File: src/rtl/msdu_split_pkg.sv
`timescale 1ns/1ps
package msdu_split_pkg;
  localparam int RSSI_W = 8;
  localparam int NOTE_W = 3;
  localparam int TS_W   = 19;

  typedef struct packed {
    logic              list_rel;
    logic              sw_remove;
    logic [RSSI_W-1:0] rssi;
  } cmd_attr_t;
endpackage

File: src/rtl/msdu_split_ctrl.sv
`timescale 1ns/1ps
module msdu_split_ctrl
  import msdu_split_pkg::*;
#(
  parameter int CNT_W     = 8,
  parameter int RBM_W     = 4,
  parameter int LOCAL_RBM = 0
) (
  input  logic             clk,
  input  logic             rst_n,
  input  logic             hdr_valid,
  input  logic [CNT_W-1:0] hdr_count,
  input  logic [RBM_W-1:0] hdr_rbm,
  input  cmd_attr_t        hdr_attr,
  input  logic             ent_valid,
  input  logic             slot_free,
  input  logic             drain_end,
  output logic             hdr_ready,
  output logic             ent_ready,
  output logic             ent_take,
  output logic             cur_first,
  output logic             cur_last,
  output logic             cur_details,
  output logic [RBM_W-1:0] cur_rbm,
  output cmd_attr_t        cur_attr
);
  localparam logic [RBM_W-1:0] LOC = RBM_W'(LOCAL_RBM);
  localparam logic [CNT_W-1:0] ONE = CNT_W'(1);

  logic             busy_q, tail_q, first_q, det_q;
  logic [CNT_W-1:0] left_q;
  logic [RBM_W-1:0] rbm_q;
  cmd_attr_t        attr_q;
  logic             hdr_take;

  assign hdr_ready = !busy_q;
  assign hdr_take  = hdr_valid && hdr_ready;
  assign ent_ready = busy_q && !tail_q && slot_free;
  assign ent_take  = ent_ready && ent_valid;

  always_ff @(posedge clk or negedge rst_n) begin
    if (!rst_n) begin
      busy_q  <= 1'b0;
      tail_q  <= 1'b0;
      first_q <= 1'b0;
      det_q   <= 1'b0;
      left_q  <= '0;
      rbm_q   <= '0;
      attr_q  <= '0;
    end else begin
      if (hdr_take && hdr_count != '0) begin
        busy_q  <= 1'b1;
        tail_q  <= 1'b0;
        first_q <= 1'b1;
        left_q  <= hdr_count;
        rbm_q   <= hdr_rbm;
        attr_q  <= hdr_attr;
        det_q   <= hdr_attr.list_rel && (hdr_rbm != LOC);
      end else if (ent_take) begin
        left_q  <= left_q - ONE;
        first_q <= 1'b0;
        if (left_q == ONE) tail_q <= 1'b1;
      end else if (drain_end) begin
        busy_q <= 1'b0;
        tail_q <= 1'b0;
      end
    end
  end

  assign cur_first   = first_q;
  assign cur_last    = (left_q == ONE);
  assign cur_details = det_q;
  assign cur_rbm     = rbm_q;
  assign cur_attr    = attr_q;
endmodule

File: src/rtl/msdu_split_fmt.sv
`timescale 1ns/1ps
module msdu_split_fmt
  import msdu_split_pkg::*;
#(
  parameter int ADDR_W   = 64,
  parameter int COOKIE_W = 20,
  parameter int RBM_W    = 4
) (
  input  logic [ADDR_W-1:0]   ent_addr,
  input  logic [COOKIE_W-1:0] ent_cookie,
  input  logic [NOTE_W-1:0]   ent_notify,
  input  logic [TS_W-1:0]     ent_tstamp,
  input  logic                cur_first,
  input  logic                cur_last,
  input  logic                cur_details,
  input  logic [RBM_W-1:0]    cur_rbm,
  input  cmd_attr_t           cur_attr,
  output logic [ADDR_W-1:0]   f_addr,
  output logic [COOKIE_W-1:0] f_cookie,
  output logic [RBM_W-1:0]    f_rbm,
  output logic [RSSI_W-1:0]   f_rssi,
  output logic                f_first,
  output logic                f_last,
  output logic                f_details,
  output logic [NOTE_W-1:0]   f_notify,
  output logic [TS_W-1:0]     f_tstamp
);
  always_comb begin
    f_addr    = ent_addr;
    f_cookie  = ent_cookie;
    f_rbm     = cur_rbm;
    f_rssi    = cur_attr.sw_remove ? '0 : cur_attr.rssi;
    f_details = cur_details;
    f_first   = cur_details & cur_first;
    f_last    = cur_details & cur_last;
    f_notify  = cur_details ? ent_notify : '0;
    f_tstamp  = cur_details ? ent_tstamp : '0;
  end
endmodule

File: src/rtl/msdu_split_oreg.sv
`timescale 1ns/1ps
module msdu_split_oreg #(
  parameter int W = 8
) (
  input  logic         clk,
  input  logic         rst_n,
  input  logic         load,
  input  logic [W-1:0] d_in,
  input  logic         end_in,
  input  logic         out_ready,
  output logic         out_valid,
  output logic [W-1:0] d_out,
  output logic         slot_free,
  output logic         drain_end
);
  logic end_q;

  assign slot_free = !out_valid || out_ready;
  assign drain_end = out_valid && out_ready && end_q;

  always_ff @(posedge clk or negedge rst_n) begin
    if (!rst_n) begin
      out_valid <= 1'b0;
      end_q     <= 1'b0;
      d_out     <= '0;
    end else if (load) begin
      out_valid <= 1'b1;
      end_q     <= end_in;
      d_out     <= d_in;
    end else if (out_ready) begin
      out_valid <= 1'b0;
      end_q     <= 1'b0;
    end
  end
endmodule

File: src/rtl/msdu_list_splitter.sv
`timescale 1ns/1ps
module msdu_list_splitter
  import msdu_split_pkg::*;
#(
  parameter int ADDR_W    = 64,
  parameter int COOKIE_W  = 20,
  parameter int RBM_W     = 4,
  parameter int CNT_W     = 8,
  parameter int LOCAL_RBM = 0
) (
  input  logic                clk,
  input  logic                rst_n,
  input  logic                hdr_valid,
  output logic                hdr_ready,
  input  logic [RBM_W-1:0]    hdr_rbm,
  input  logic [CNT_W-1:0]    hdr_count,
  input  logic                hdr_list,
  input  logic                hdr_sw_remove,
  input  logic [7:0]          hdr_rssi,
  input  logic                ent_valid,
  output logic                ent_ready,
  input  logic [ADDR_W-1:0]   ent_addr,
  input  logic [COOKIE_W-1:0] ent_cookie,
  input  logic [2:0]          ent_notify,
  input  logic [18:0]         ent_tstamp,
  output logic                rec_valid,
  input  logic                rec_ready,
  output logic [ADDR_W-1:0]   rec_addr,
  output logic [COOKIE_W-1:0] rec_cookie,
  output logic [RBM_W-1:0]    rec_rbm,
  output logic [7:0]          rec_rssi,
  output logic                rec_first,
  output logic                rec_last,
  output logic                rec_details,
  output logic [2:0]          rec_notify,
  output logic [18:0]         rec_tstamp
);
  localparam int REC_W = ADDR_W + COOKIE_W + RBM_W + RSSI_W + 3 + NOTE_W + TS_W;

  cmd_attr_t        h_attr, c_attr;
  logic             ent_take, slot_free, drain_end;
  logic             c_first, c_last, c_det;
  logic [RBM_W-1:0] c_rbm;

  logic [ADDR_W-1:0]   f_addr;
  logic [COOKIE_W-1:0] f_cookie;
  logic [RBM_W-1:0]    f_rbm;
  logic [RSSI_W-1:0]   f_rssi;
  logic                f_first, f_last, f_det;
  logic [NOTE_W-1:0]   f_notify;
  logic [TS_W-1:0]     f_ts;
  logic [REC_W-1:0]    rec_d, rec_q;

  assign h_attr = '{list_rel: hdr_list, sw_remove: hdr_sw_remove, rssi: hdr_rssi};

  msdu_split_ctrl #(.CNT_W(CNT_W), .RBM_W(RBM_W), .LOCAL_RBM(LOCAL_RBM)) u_ctrl (
    .clk(clk), .rst_n(rst_n),
    .hdr_valid(hdr_valid), .hdr_count(hdr_count), .hdr_rbm(hdr_rbm), .hdr_attr(h_attr),
    .ent_valid(ent_valid), .slot_free(slot_free), .drain_end(drain_end),
    .hdr_ready(hdr_ready), .ent_ready(ent_ready), .ent_take(ent_take),
    .cur_first(c_first), .cur_last(c_last), .cur_details(c_det),
    .cur_rbm(c_rbm), .cur_attr(c_attr)
  );

  msdu_split_fmt #(.ADDR_W(ADDR_W), .COOKIE_W(COOKIE_W), .RBM_W(RBM_W)) u_fmt (
    .ent_addr(ent_addr), .ent_cookie(ent_cookie), .ent_notify(ent_notify),
    .ent_tstamp(ent_tstamp), .cur_first(c_first), .cur_last(c_last),
    .cur_details(c_det), .cur_rbm(c_rbm), .cur_attr(c_attr),
    .f_addr(f_addr), .f_cookie(f_cookie), .f_rbm(f_rbm), .f_rssi(f_rssi),
    .f_first(f_first), .f_last(f_last), .f_details(f_det),
    .f_notify(f_notify), .f_tstamp(f_ts)
  );

  assign rec_d = {f_addr, f_cookie, f_rbm, f_rssi, f_first, f_last, f_det, f_notify, f_ts};

  msdu_split_oreg #(.W(REC_W)) u_oreg (
    .clk(clk), .rst_n(rst_n), .load(ent_take), .d_in(rec_d), .end_in(c_last),
    .out_ready(rec_ready), .out_valid(rec_valid), .d_out(rec_q),
    .slot_free(slot_free), .drain_end(drain_end)
  );

  assign {rec_addr, rec_cookie, rec_rbm, rec_rssi, rec_first, rec_last,
          rec_details, rec_notify, rec_tstamp} = rec_q;
endmodule

File: config.mk
export PLATFORM = sky130hd
export DESIGN_NAME = msdu_list_splitter
export DESIGN_NICKNAME = d
export VERILOG_FILES = /design/src/rtl/msdu_split_pkg.sv /design/src/rtl/msdu_split_ctrl.sv /design/src/rtl/msdu_split_fmt.sv /design/src/rtl/msdu_split_oreg.sv /design/src/rtl/msdu_list_splitter.sv
export SDC_FILE = /design/constraint.sdc
export NUM_CORES = 1
export LEC_CHECK = 0
export BUFFER_PORTS_ARGS = -buffer_cell sky130_fd_sc_hd__buf_2
export CORE_MARGIN = 2
export CORE_UTILIZATION = 43
export CTS_CLUSTER_SIZE = 30
export DETAILED_ROUTE_END_ITERATION = 10
export PLACE_DENSITY = 0.76
export RECOVER_POWER = 100
export SKIP_LAST_GASP = 1
export SLEW_MARGIN = 20
export SYNTH_ARGS = -nofsm -noshare
export SYNTH_HDL_FRONTEND = slang
export SYNTH_SLANG_ARGS = --single-unit
File: constraint.sdc
create_clock -name clk -period 1.6 [get_ports clk]
set_input_delay 0.16 -clock clk [delete_from_list [all_inputs] [get_ports clk]]
set_output_delay 0.16 -clock clk [all_outputs]
set_load 0.01 [all_outputs]
Word-level counts from Yosys, hierarchy flattened
Index checks and enable logic that the tools add are counted.
{"block": "totals", "reg_bits": 148, "inputBits": 133, "output_inout_bits": 124, "elab_cells": 53}
{"block": "op_classes", "addsub": 1, "eq_ne": 3, "muxes": 16, "bitwise_logic": 2, "n_reduce_logical": 20}
{"op": "8-bit two-way mux", "n": 3}
{"op": "19-bit two-way mux", "n": 1}
{"op": "1-bit two-way mux", "n": 11}
{"op": "8-bit by 1-bit == test with 1-bit output, second input constant", "n": 1}
{"op": "1-bit logical AND", "n": 8}
{"op": "8-bit nonzero test", "n": 1}
{"op": "8-bit by 1-bit subtractor with 8-bit output, second input constant", "n": 1}
{"op": "2-bit nonzero test", "n": 3}
{"op": "2-bit AND reduction", "n": 2}
{"op": "4-bit nonzero test", "n": 1}
{"op": "1-bit zero test", "n": 3}
{"op": "3-bit two-way mux", "n": 1}
{"op": "3-bit by 1-bit != test with 1-bit output, second input constant", "n": 1}
{"op": "3-bit nonzero test", "n": 1}
{"op": "1-bit bitwise AND", "n": 2}
{"op": "2-bit by 1-bit != test with 1-bit output, second input constant", "n": 1}
{"op": "1-bit logical OR", "n": 1}

Logic depth before layout (Yosys ltp)
{"block": "logic_depth", "depth_word": 6, "mapped_depth": 7, "ltp_nobuf": 6}

Modules after synthesis
From an unflattened synthesis, not the netlist that was laid out.
{"block": "hier_totals", "hier_cells": 484, "hier_area_um2": 6905.4}
{"module": "msdu_split_oreg", "instances": 1, "cells_each": 263, "area_each_um2": 4805.9, "seq_area_each_um2": 3078.0}
{"module": "msdu_split_ctrl", "instances": 1, "cells_each": 98, "area_each_um2": 1186.1, "seq_area_each_um2": 650.6}
{"module": "msdu_split_fmt", "instances": 1, "cells_each": 123, "area_each_um2": 913.4, "seq_area_each_um2": 0.0}

Worst setup path before layout
Ideal clock, no wire load.
{"block": "synth_path", "kind": "register -> register", "start": "reg u_ctrl.left_q[0]", "end": "reg u_ctrl.left_q[5]", "setup_ns": 0.082, "arrival_ns": 1.505, "t_required_ns": 1.518, "setup_slack_ns": 0.013, "path_stages_with_launch": 4, "n_path_buf": 0, "period_less_slack_ns": 1.587, "path_cell_list": "dfrtp_1 or4_4 or4_1 a31oi_1"}
{"block": "synth_via", "elab_chain_cells": 3}
{"element": "from (decl)", "line": "msdu_split_ctrl.sv:31", "rtl": "logic [CNT_W-1:0] left_q;"}
{"element": "from (signal assigned)", "line": "msdu_split_ctrl.sv:55", "rtl": "left_q <= hdr_count;"}
{"element": "from (signal assigned)", "line": "msdu_split_ctrl.sv:60", "rtl": "left_q <= left_q - ONE;"}
{"element": "8-bit by 1-bit subtractor with 8-bit output", "line": "msdu_split_ctrl.sv:60"}
{"element": "8-bit two-way mux", "line": "msdu_split_ctrl.sv:59", "rtl": "end else if (ent_take) begin"}
{"element": "8-bit two-way mux", "line": "msdu_split_ctrl.sv:51", "rtl": "if (hdr_take && hdr_count != '0) begin"}
Every way passes these cells. The select of a mux whose other input is x is not followed.
A chain may end at the register's enable or synchronous reset.

Final worst setup path
Same ends and word-level chain as after synthesis.

==> key figures <==
Status
  – Run status: completed

STA
  – Worst slew pin tran: 1.02 ns
  – Hold Vio Cnt, Final: 0
  – Min cycle time layout: 1.60 ns
  – Clock Skew: 0.00610 ns
  – Final Max Slew Viols: 0
  – Fin crit share: 100%
  – Relative slew margins: 31.7%
  – Final setup viols: 0
  – Achievable Freq: 0.625 GHz
  – RSZ-0062 raised after global routing: true

Synthesis
  – Sequential share of the synthesized area: 63.5%
  – Post-synth cell types: 39
  – Synth Area in Compound Gates: 2.38%
  – Seq cells post-synth: 148
  – Portion of netlist area occupied by mux cells: 0%
  – Simple-gate share of the synthesized area: 30.4%
  – Xor and xnor area share after synthesis: 0.300%
  – Syn. warnings: 0
  – Avg Cell Area, Syn: 9.03 um^2
  – Syn Inst Count: 646
  – Synth Area in Adders: 0.429%
  – Cell Area, Synth: 5830 um^2
  – Largest family of logic cells by synthesized area: simple AND/OR/NAND/NOR gates
  – Synth Net Count: 781

Final layout
  – FILL cells: 1010
  – Final Util: 69.5%
  – Multi-input gate area: 2010 um^2
  – # nets final: 1170
  – Sequential standard cell area: 3700 um^2
  – Area growth syn-to-layout: 57.8%
  – Final Non-Filler Cells: 1224
  – Antenna cells: 0
  – Share of cells above drive strength 1: 18.6%

Setup path
  – Worst Path Required: 1.93 ns
  – Kind of critical path: flop to flop
  – Crit-path max FO: 5
  – Setup crit end kind: flop
  – Largest stage delay, worst path: 0.57 ns
  – WP depth: 3
  – Flop2flop setup slack: 0.00009 ns
  – Crit path buffers/inverters: 0
  – Crit-path slowest cell: or4_4
  – Worst Reg-to-Reg Cells: 3
  – Startpoint Class: flop
  – Worst EP arrival: 1.93 ns
  – Crit-path leading delay family: simple AND/OR/NAND/NOR gates
  – CP cell instances: or4_4, or4_1, a31oi_1

Floorplan
  – Die Y: 120 um
  – Placement row count: 42
  – Die span in x: 120 um
  – Full die area: 14500 um^2
  – Initial Util: 44.0%
  – IO Pins: 257
  – CORE AREA: 13200 um^2

Placement
  – Port bufs: 256
  – DPL Wire Length: 10500 um
  – Placed cells: 1061
  – Final Wtd Congestion: 0.831

Run
  – Max Cap Viol: 0

Global route
  – GRT Residual Overflow: 0
  – Total GRT Usage: 25.5%
  – Initial antenna violation count: 0
  – First-pass GRT wire length: 28800 um
  – Largest net degree at the start of global routing: 95
  – Vias in the first global route: 5906

CTS
  – CTS tree: built
  – Skew-Pair Late Insertion Delay: 0.41 ns
  – Clock Tree Buf Depth: 2
  – Clk sinks: 148
  – CTS H-tree lvls: 4
  – CTS root buf: clkbuf_16
  – Worst-path clk slew: 0.06 ns
  – Total CTS buffers: 17

Worst hold path
  – Hold path cells: 3
  – Hold WC Path Type: primary input to flop

Route
  – Routed WL per cell: 14.8 um
  – Vias: 5819
  – Post-route ant nets: 0
  – DRC: 0
  – Initial DRT Pass Iterations: 4
  – Iteration-0 DRC count of the detailed router: 359
  – DR vias/cell: 4.75
  – Drt total wl: 18100 um

Pwr
  – Leak pwr: 0.00477 uW
  – PwrDens: 1800 nW/um^2
  – Peak supply drop: 869 uV
final cells by class:
type                            instances  area share, %
Timing Repair Buffer                  406           28.8
Clock inverter                         12           1.69
Clock buffer                           20           4.96
Inverter                                3          0.122
Multi-Input combinational cell        459           21.8
Tap cell                              176           2.39
Sequential cell                       148           40.3
synth_stat cells (all sizes together):
library cell / count / area (um^2)
a22o: 1 / 8.76
nand2b: 3 / 21.3
nand3b: 8 / 60.1
nor2: 4 / 15.0
xor2: 2 / 17.5
and2b: 1 / 10.0
nor3b: 2 / 15.0
nand3: 27 / 135
ha: 2 / 25.0
buf: 22 / 113
nor2b: 1 / 6.26
nand4: 3 / 18.8
a21oi: 2 / 10.0
o21ai: 4 / 20.0
a31o: 1 / 8.76
inv: 3 / 11.3
o21a: 1 / 7.51
clkbuf: 14 / 52.6
dfrtp: 148 / 3700
o211ai: 1 / 7.51
nand2: 377 / 1420
o21bai: 1 / 7.51
a21o: 1 / 7.51
nor3: 2 / 10.0
a31oi: 1 / 6.26
or4: 5 / 41.3
a221o: 3 / 30.0
and3: 1 / 6.26
o41ai: 1 / 8.76
o311ai: 1 / 8.76
o31ai: 1 / 7.51
or4b: 1 / 10.0
and2: 1 / 6.26
kinds of logic after synthesis:
kind of cell / count (synthesis)
buffers and inverters: 39
DFF: 148
and+or+nand+nor: 436
xor gates and xnor gates: 2
AOI/OAI and AO/OA: 19
adders and majority gates: 2
stage by stage:
stage	cell area, um^2	setup TNS (ns)	setup WS (ns)	hold WS, ns	power, uW
3_3_place_gp	7440	-0.0276	-0.0162	0.0959	12200
2_1_floorplan	5830	0	0.0129	-0.136	9650
5_1_grt	9200	-0.255	-0.0530	0.0313	17800
6_report	9200	0	0.0000895	0.0372	16600
3_5_place_dp	7440	-0.156	-0.0528	0.0966	12400
4_1_cts	9360	-0.0335	-0.0335	0.0186	16800
cell usage in the layout, fill, tap and decap left out, types with 6 or more instances in the layout:
cell           netlist  layout
nand2_1            377     377
buf_4                1      10
clkbuf_16            0      17
nand3b_1             8       8
buf_2               15     129
dlygate4sd3_1        0     128
clkbuf_1            14     127
buf_12               0       6
dfrtp_1            148     148
nand3_1             27      26
state kept, by name, indices dropped and copies added, names as in the netlist:
signal,cells
u_ctrl.tail_q,1
u_ctrl.cur_details,1
u_oreg.end_q,1
u_ctrl.left_q,8
u_oreg.d_out,121
u_oreg.out_valid,1
u_ctrl.cur_rbm,4
u_ctrl.cur_first,1
u_ctrl.busy_q,1
u_ctrl.cur_attr,9
worst paths after layout:
check,from,endpoint
setup / recovery,u_ctrl.left_q[0],u_ctrl.left_q[5]
hold reg to reg,u_oreg.d_out[28],u_oreg.d_out[28]
hold / removal,hdr_list,u_ctrl.cur_details
min in group asynchronous,rst_n,u_ctrl.left_q[2]
max in group asynchronous,rst_n,u_oreg.d_out[73]
setup reg to reg,u_ctrl.left_q[0],u_ctrl.left_q[5]
metal layers:
layer	track usage, %	vias up	part of all wire [%]
li1	-	2804	-
met1	30.4	2739	40
met2	43.6	231	51
met3	5.99	45	6.6
met4	11.8	0	2.7
met5	0	-	0
power by group:
part / switching (uW) / leakage, uW / internal [uW] / total [uW]
clock: 1510 / 0.000284 / 2530 / 4040
sequential: 1010 / 0.00186 / 5460 / 6480
combinational: 3800 / 0.00263 / 2280 / 6080
total: 6330 / 0.00477 / 10300 / 16600
repair_timing:
item                                    CTS  global route
pin swaps                                 0             3
setup buffers                             2             1
hold buffers                            128             0
endpoints found under the setup margin    6            61
hold endpoints to repair                163             0
resized for setup                         3             7
worst min-delay path, stage by stage:
cell and delay (ns):
buf_2 0.09, o41ai_1 0.08, o21ai_0 0.08
(Power assumes the default switching activity.)
